[src/rtl/ddr_pst_pkg.sv]
package ddr_pst_pkg;

  typedef enum logic [1:0] {
    PM_NORM = 2'd0,
    PM_PPD  = 2'd1,
    PM_APD  = 2'd2,
    PM_SREF = 2'd3
  } pwr_mode_e;

  typedef enum logic [2:0] {
    CMD_NOP   = 3'd0,
    CMD_ACT   = 3'd1,
    CMD_READ  = 3'd2,
    CMD_WRITE = 3'd3,
    CMD_PRE   = 3'd4,
    CMD_AREF  = 3'd5,
    CMD_MRS   = 3'd6,
    CMD_BST   = 3'd7
  } cmd_e;

  typedef enum logic [1:0] {
    VK_NONE  = 2'd0,
    VK_EDGE  = 2'd1,
    VK_RECOV = 2'd2,
    VK_READ  = 2'd3
  } viol_kind_e;

endpackage

[src/rtl/ddr_pst_mode_fsm.sv]
module ddr_pst_mode_fsm
  import ddr_pst_pkg::*;
(
  input  logic      clk,
  input  logic      rst_n,
  input  logic      cke,
  input  cmd_e      cmd,
  input  logic      banks_idle,
  output pwr_mode_e mode_q,
  output logic      cmd_live,
  output logic      sref_exit,
  output logic      bad_edge
);

  logic      cke_q;
  pwr_mode_e mode_d;
  logic      mode_en;

  // Decide from the pair (clock enable at the previous edge, clock enable now)
  always_comb begin
    mode_d    = mode_q;
    sref_exit = 1'b0;
    bad_edge  = 1'b0;
    unique case ({cke_q, cke})
      2'b10: begin
        if (cmd == CMD_AREF && banks_idle) begin
          mode_d = PM_SREF;
        end else begin
          mode_d   = banks_idle ? PM_PPD : PM_APD;
          bad_edge = (cmd != CMD_NOP);
        end
      end
      2'b01: begin
        mode_d    = PM_NORM;
        sref_exit = (mode_q == PM_SREF);
        bad_edge  = (cmd != CMD_NOP);
      end
      default: begin
        mode_d = mode_q;
      end
    endcase
  end

  assign mode_en  = (mode_d != mode_q);
  assign cmd_live = cke_q;

  always_ff @(posedge clk or negedge rst_n) begin
    if (!rst_n) begin
      cke_q  <= 1'b1;
      mode_q <= PM_NORM;
    end else begin
      cke_q <= cke;
      if (mode_en) begin
        mode_q <= mode_d;
      end
    end
  end

endmodule

[src/rtl/ddr_pst_window_ctr.sv]
module ddr_pst_window_ctr #(
  parameter int LIMIT = 200
) (
  input  logic clk,
  input  logic rst_n,
  input  logic load,
  output logic busy
);

  localparam int CNT_W = (LIMIT < 2) ? 1 : $clog2(LIMIT + 1);
  localparam logic [CNT_W-1:0] LIM_V = CNT_W'(LIMIT);

  logic [CNT_W-1:0] cnt_q;
  logic [CNT_W-1:0] cnt_d;
  logic             cnt_en;

  assign busy   = (cnt_q != '0);
  assign cnt_en = load | busy;

  always_comb begin
    if (load) begin
      cnt_d = LIM_V;
    end else begin
      cnt_d = cnt_q - CNT_W'(1);
    end
  end

  always_ff @(posedge clk or negedge rst_n) begin
    if (!rst_n) begin
      cnt_q <= '0;
    end else if (cnt_en) begin
      cnt_q <= cnt_d;
    end
  end

endmodule

[src/rtl/ddr_pst_viol.sv]
module ddr_pst_viol
  import ddr_pst_pkg::*;
(
  input  logic       clk,
  input  logic       rst_n,
  input  cmd_e       cmd,
  input  logic       cmd_live,
  input  logic       bad_edge,
  input  logic       rec_busy,
  input  logic       rd_busy,
  output logic       viol_q,
  output viol_kind_e kind_q
);

  viol_kind_e kind_d;

  // Fixed precedence: edge misuse, then recovery window, then early read
  always_comb begin
    if (bad_edge) begin
      kind_d = VK_EDGE;
    end else if (cmd_live && rec_busy && cmd != CMD_NOP) begin
      kind_d = VK_RECOV;
    end else if (cmd_live && rd_busy && cmd == CMD_READ) begin
      kind_d = VK_READ;
    end else begin
      kind_d = VK_NONE;
    end
  end

  always_ff @(posedge clk or negedge rst_n) begin
    if (!rst_n) begin
      viol_q <= 1'b0;
      kind_q <= VK_NONE;
    end else begin
      viol_q <= (kind_d != VK_NONE);
      kind_q <= kind_d;
    end
  end

endmodule

[src/rtl/ddr_pwr_state_tracker.sv]
module ddr_pwr_state_tracker
  import ddr_pst_pkg::*;
#(
  parameter int XSR_CYC   = 10,
  parameter int READ_HOLD = 200
) (
  input  logic       clk,
  input  logic       rst_n,
  input  logic       cke,
  input  logic [2:0] cmd,
  input  logic       banks_idle,
  output logic [1:0] pwr_mode,
  output logic       viol,
  output logic [1:0] viol_kind,
  output logic       exit_busy,
  output logic       read_hold
);

  localparam int NWIN = 2;
  localparam int WIN_LIM [NWIN] = '{XSR_CYC, READ_HOLD};

  cmd_e       cmd_t;
  pwr_mode_e  mode_q;
  viol_kind_e kind_q;
  logic       cmd_live;
  logic       sref_exit;
  logic       bad_edge;
  logic [NWIN-1:0] win_busy;

  assign cmd_t = cmd_e'(cmd);

  ddr_pst_mode_fsm fsm_i (
    .clk        (clk),
    .rst_n      (rst_n),
    .cke        (cke),
    .cmd        (cmd_t),
    .banks_idle (banks_idle),
    .mode_q     (mode_q),
    .cmd_live   (cmd_live),
    .sref_exit  (sref_exit),
    .bad_edge   (bad_edge)
  );

  // Both windows load on the same self-refresh exit edge
  for (genvar w = 0; w < NWIN; w++) begin : g_win
    ddr_pst_window_ctr #(.LIMIT(WIN_LIM[w])) ctr_i (
      .clk   (clk),
      .rst_n (rst_n),
      .load  (sref_exit),
      .busy  (win_busy[w])
    );
  end

  ddr_pst_viol viol_i (
    .clk      (clk),
    .rst_n    (rst_n),
    .cmd      (cmd_t),
    .cmd_live (cmd_live),
    .bad_edge (bad_edge),
    .rec_busy (win_busy[0]),
    .rd_busy  (win_busy[1]),
    .viol_q   (viol),
    .kind_q   (kind_q)
  );

  assign pwr_mode  = mode_q;
  assign viol_kind = kind_q;
  assign exit_busy = win_busy[0];
  assign read_hold = win_busy[1];

endmodule

[config.mk]
export PLATFORM = sky130hd
export DESIGN_NAME = ddr_pwr_state_tracker
export DESIGN_NICKNAME = d
export VERILOG_FILES = /design/src/rtl/ddr_pst_pkg.sv /design/src/rtl/ddr_pst_mode_fsm.sv /design/src/rtl/ddr_pst_window_ctr.sv /design/src/rtl/ddr_pst_viol.sv /design/src/rtl/ddr_pwr_state_tracker.sv
export SDC_FILE = /design/constraint.sdc
export NUM_CORES = 1
export LEC_CHECK = 0
export ABC_AREA = 0
export ABC_CLOCK_PERIOD_IN_PS = 2200
export BUFFER_PORTS_ARGS = -buffer_cell sky130_fd_sc_hd__buf_2
export CORE_MARGIN = 2
export CORE_UTILIZATION = 25
export CTS_CLUSTER_SIZE = 40
export DETAILED_ROUTE_END_ITERATION = 6
export PLACE_DENSITY = 0.53
export SETUP_SLACK_MARGIN = 0.1
export SLEW_MARGIN = 20
export SYNTH_ARGS = -nofsm -noshare
export SYNTH_HDL_FRONTEND = slang
export SYNTH_SLANG_ARGS = --single-unit
[constraint.sdc]
create_clock -name clk -period 2.2 [get_ports clk]
set_input_delay 0.44 -clock clk [delete_from_list [all_inputs] [get_ports clk]]
set_output_delay 0.44 -clock clk [all_outputs]
set_load 0.02 [all_outputs]
---- After elaboration in Yosys (flattened, before gate mapping) ----
Cells that the tools add are included.
storage, ports and cells
  register bits ........................... 18
  input port bits ......................... 7
  output and inout port bits .............. 7
  word-level logic and storage cells ...... 36
operators by class
  $add $sub $neg .......................... 2
  equal/unequal tests ..................... 6
  mux-type cells .......................... 11
  bitwise gates (word level) .............. 2
  reduce and logical (&&, ||, !) cells .... 9
operators by type and width
  cell                                               number
  two-way mux 2 bit                                  5
  two-way mux 8 bit                                  1
  nonzero test 8 bit                                 1
  subtractor 8 x 1 -> 8 bit (second input constant)  1
  logical AND 1 bit                                  5
  == test 2 bit (second input constant)              2
  two-way mux 4 bit                                  1
  one-hot mux 2 bit (2 select lines)                 1
  nonzero test 4 bit                                 1
  subtractor 4 x 1 -> 4 bit (second input constant)  1
  == test 3 x 2 -> 1 bit (second input constant)     1
  == test 3 bit (second input constant)              1
  nonzero test 3 bit                                 1
  == test 2 x 1 -> 1 bit (second input constant)     1
  two-way mux 1 bit                                  2
  != test 2 bit                                      1
  OR 1 bit                                           2
  one-hot mux 1 bit (2 select lines)                 1
  nonzero test 2 bit                                 1

---- Depth between registers and ports, before layout ----
  word-level depth ........................ 7
  depth in mapped cells ................... 7

---- By module ----
From an unflattened synthesis, not the netlist that was laid out.
unflattened totals
  cells, all modules ...................... 104
  area total of the unflattened synthesis .. 1034.7 sq um
modules (own cells, without submodules)
  module                               times used  cells an instance  area an instance (sq um)  seq. area each (sq um)
  ddr_pst_window_ctr (g_win[1].ctr_i)  1           48                 473.0                     200.2
  ddr_pst_window_ctr (g_win[0].ctr_i)  1           23                 230.2                     100.1
  ddr_pst_mode_fsm                     1           20                 192.7                     76.3
  ddr_pst_viol                         1           13                 138.9                     75.1

---- Worst setup path before layout ----
OpenSTA, ideal clock, no wires.
  path type ............................... reg2out
  start point ............................. reg g_win[1].ctr_i.cnt_q[0]
  end point ............................... out read_hold
  arrival time ............................ 1.429 ns
  slack ................................... 0.331 ns
  cell stages (with the launch flop) ...... 6
  cell sequence ........................... dfrtp_1 -> inv_1 -> ha_1 -> or3b_4 -> nor3_4 -> inv_1
on the way
  cells in the longest elaborated chain, start to end .. 1
ends and longest elaborated chain
  element                   RTL line                     source
  start: declaration        ddr_pst_window_ctr.sv:13     logic [CNT_W-1:0] cnt_q;
  start signal: assignment  ddr_pst_window_ctr.sv:32     cnt_q <= cnt_d;
  nonzero test 8 bit        ddr_pst_window_ctr.sv:17     assign busy = (cnt_q != '0);
  end: declaration          ddr_pwr_state_tracker.sv:16  output logic read_hold
Every way passes these cells.

---- Worst setup path after layout ----
Ends and elaborated chain as after synthesis.

==> impl_metrics.csv <==
group,metric,value,unit
sta,fin_setup_tns,0,ps
die,die_w,65.06,um
drt,drtPass1Iterations,4,
final_layout,finish.utilization,31.78,%
drt,drt_iter0_drc,23,
final_layout,drive_above_1_share,26.55,%
placement,hpwlAfterDp,1.397,mm
sta,slew_headroom,64.91,%
drt,drc,0,
sta,setup_ws,98.92,ps
outcome,status,"finished clean",
sta,slew_violations,0,
power_and_ir_drop,ir_worst_vdd,0.0002654,V
global_routing,grt_max_degree,19,
clock_network,clk_pin_slew,70,ps
drt,wl,1.877,mm
sta,setup_violations,0,
power_and_ir_drop,p_leak,0.5264,nW
clock_network,clk-insertion-delay-late,250,ps
power_and_ir_drop,p_comb_share,39.9,%
clock_network,cts-buffers-inserted,3,
drt,dr_total_vias,744,
clock_network,tritoncts,"done",
logic_synthesis,synthesis.area,932.1,um^2
final_layout,final_common_cell,"dfrtp_1",
worst_hold_path,hold_class,"input pin to asynchronous set/reset pin",
critical_path,worst-r2r-setup-slack,210,ps
critical_path,worstSetupStartpointType,"register",
die,core,3633,um^2
critical_path,worst-path-buf-inv,3,
die,die_h,65.06,um
clock_network,clock_path_buffers,2,
die,rows,22,
critical_path,crit_chain,"inv_2, ha_4, or3b_4, nor3_4, inv_2, buf_4",
final_layout,final_cell_area,1155,um^2
die,die_area,4233,um^2
die,initial_core_util,25.65,%
clock_network,cts_root_buf,"clkbuf_8",
critical_path,rr_worst_depth,10,
logic_synthesis,syn_nets,104,
power_and_ir_drop,intPower,0.8521,mW
clock_network,cts_max_level,1,
critical_path,path_class,"register to output port",
sta,period_share,95.50,%
final_layout,diodes,0,
power_and_ir_drop,seq_power_share,42.5,%
final_layout,num-fill-cells,404,
power_and_ir_drop,p_switching,0.4813,mW
power_and_ir_drop,power.density,1155,nW/um^2
sta,worstMarginPinSlew,521.6,ps
critical_path,slowest_stage,"dfrtp_1",
sta,max_clock_freq,475.9,MHz
critical_path,crit_arrival,1660,ps
global_routing,grt_pass1_wl,3.401,mm
final_layout,mostFrequentLayoutCells,"dfrtp_1 (17), buf_2 (12), nor2_1 (8)",
power_and_ir_drop,clkPwrFrac,17.6,%
power_and_ir_drop,power.total,1.333,mW
global_routing,antenna_found_initial,0,
critical_path,required,1760,ps
logic_synthesis,synth_cells,92,
logic_synthesis,yosys_warnings,0,
sta,hold_viol_final,0,
sta,finClkSkew,6.943,ps
logic_synthesis,synth-seq-cells,18,
job,drv_cap,0,
logic_synthesis,syn_area_per_cell,10.13,um^2
drt,post_drt_wl_per_cell,11.66,um
sta,min_period,2101,ps
logic_synthesis,yosysSeqAreaShare,48.46,%
critical_path,r2r_end,"viol_i.kind_q[0]",
placement,io_buffer_count,13,
drt,drtAntennaViolNets,0,
clock_network,cts.sinks,18,
critical_path,max_stage_delay,400,ps
final_layout,finalNetCount,126,
critical_path,cp_max_fo,4,
placement,dpl_cell_area,1057,um^2
sta,rsz0062_at_grt,"true",
power_and_ir_drop,p_sw_share,36.10,%
global_routing,grt_pass1_vias,773,
drt,viasPerCell,4.621,
logic_synthesis,yosysUniqueCellTypes,36,
critical_path,reg2reg_from,"g_win[1].ctr_i.cnt_q[0]",
critical_path,cp_top_family,"simple AND/OR/NAND/NOR gates",
placement,place_congestion,0.7728,
critical_path,cp_common_cell,"inv_2",
global_routing,track_usage,10.58,%
global_routing,grt-ovfl-total,0,
critical_path,critPathCaptureType,"output port",
die,ios,14,
placement,place_ws,237.9,ps
final_layout,area_delta_synth_final,23.89,%
[state kept, by name (all words and copies together) (netlist names)]
register / count
fsm_i.mode_q: 2
viol_i.viol_q: 1
fsm_i.cmd_live: 1
g_win.ctr_i.cnt_q: 12
viol_i.kind_q: 2
[worst reg2reg max path, cell delays in order (launching register included)]
cell and delay (ps):
dfrtp_1 400, inv_2 90, ha_4 140, or3b_4 390, nor3_4 150, buf_4 140, buf_4 90, buf_4 90
buf_4 120, nor2_1 40, a41o_1 220
[area by class of cell]
class                           count  area [um^2]  area share, %
Tap cell                           48        60.06          5.200
Inverter                            9        33.78          2.925
Clock buffer                        4        45.04          3.900
Sequential cell                    18        451.7          39.11
Multi-Input combinational cell     63        451.7          39.11
Timing Repair Buffer               19        112.6          9.751
[kinds of logic (layout without fill, tap and decap cells)]
logic type / count (synthesis) / count (layout) / synth area share [%]
flops: 18 / 18 / 48.46
compound gates: 19 / 19 / 13.83
simple gates: 35 / 35 / 22.82
buf+inv: 11 / 32 / 4.430
xor+xnor: 4 / 4 / 3.758
fa+ha+maj: 5 / 5 / 6.711
[cell usage after synthesis]
master    count  share of area [%]
dfrtp_1      17                 46
inv_1         9                3.6
nor2_1        8                3.2
nor3_1        6                3.2
ha_1          5                6.7
a21oi_1       4                2.1
xnor2_1       4                3.8
nand3_1       3                1.6
o21ai_0       3                1.6
a211oi_1      2                1.6
a22o_1        2                1.9
clkbuf_1      2               0.81
nand2_1       2               0.81
o211ai_1      2                1.6
or3_1         2                1.3
a211o_1       1               0.94
a41o_1        1                1.1
and2_1        1               0.67
and3_1        1               0.67
dfstp_2       1                2.8
nand3b_1      1               0.81
nand4b_1      1               0.94
nor2b_1       1               0.67
nor3_4        1                1.7
nor3b_1       1               0.81
nor4_1        1               0.67
o21a_1        1               0.81
o21ai_1       1               0.54
o21bai_1      1               0.81
o31ai_1       1               0.81
or2_2         1               0.67
or2b_1        1               0.81
or3_4         1                1.2
or3b_1        1               0.94
or3b_4        1                1.2
or4_1         1               0.81
[power by group through the flow]
stage,combinational [mW],sequential [mW],clock [mW]
2_1_floorplan,0.379,0.560,0
3_5_place_dp,0.485,0.573,0
6_report,0.532,0.567,0.235
5_1_grt,0.608,0.586,0.265
3_3_place_gp,0.473,0.568,0
4_1_cts,0.540,0.564,0.248
[layer usage]
metal	vias to the layer above	GRT usage (%)	part of all wire (%)
met4	0	3.906	1.4
li1	368	-	-
met1	359	12.57	46
met5	-	0	0
met2	15	18.43	49
met3	2	2.604	3.6
[repair_timing]
| action | CTS | global route |
|---|---|---|
| endpoints found under the setup margin | 1 | 5 |
| gates resized for setup | 5 | 0 |
| endpoints found under the hold margin | 0 | 0 |
| pin swaps | 1 | 0 |
| hold buffers | 0 | 0 |
| setup buffers | 6 | 0 |
[how the worst max path moves through the flow]
stage | cells after the start | start | endpoint
finish | 6 | g_win[1].ctr_i.cnt_q[0] | read_hold
detailed placement | 6 | g_win[1].ctr_i.cnt_q[0] | read_hold
global route | 6 | g_win[1].ctr_i.cnt_q[0] | read_hold
floorplan | 5 | g_win[1].ctr_i.cnt_q[0] | read_hold
global placement | 6 | g_win[1].ctr_i.cnt_q[0] | read_hold
CTS | 6 | g_win[1].ctr_i.cnt_q[0] | read_hold
[stage by stage]
stage                     hold WS (ps)  std cells
final                            107.3        161
after floorplan                  144.4         92
after CTS                        116.8        162
after global placement           391.6        152
after detailed placement         396.8        152
after global routing             131.9        161
Note: power is estimated with default switching activity, not from simulation.
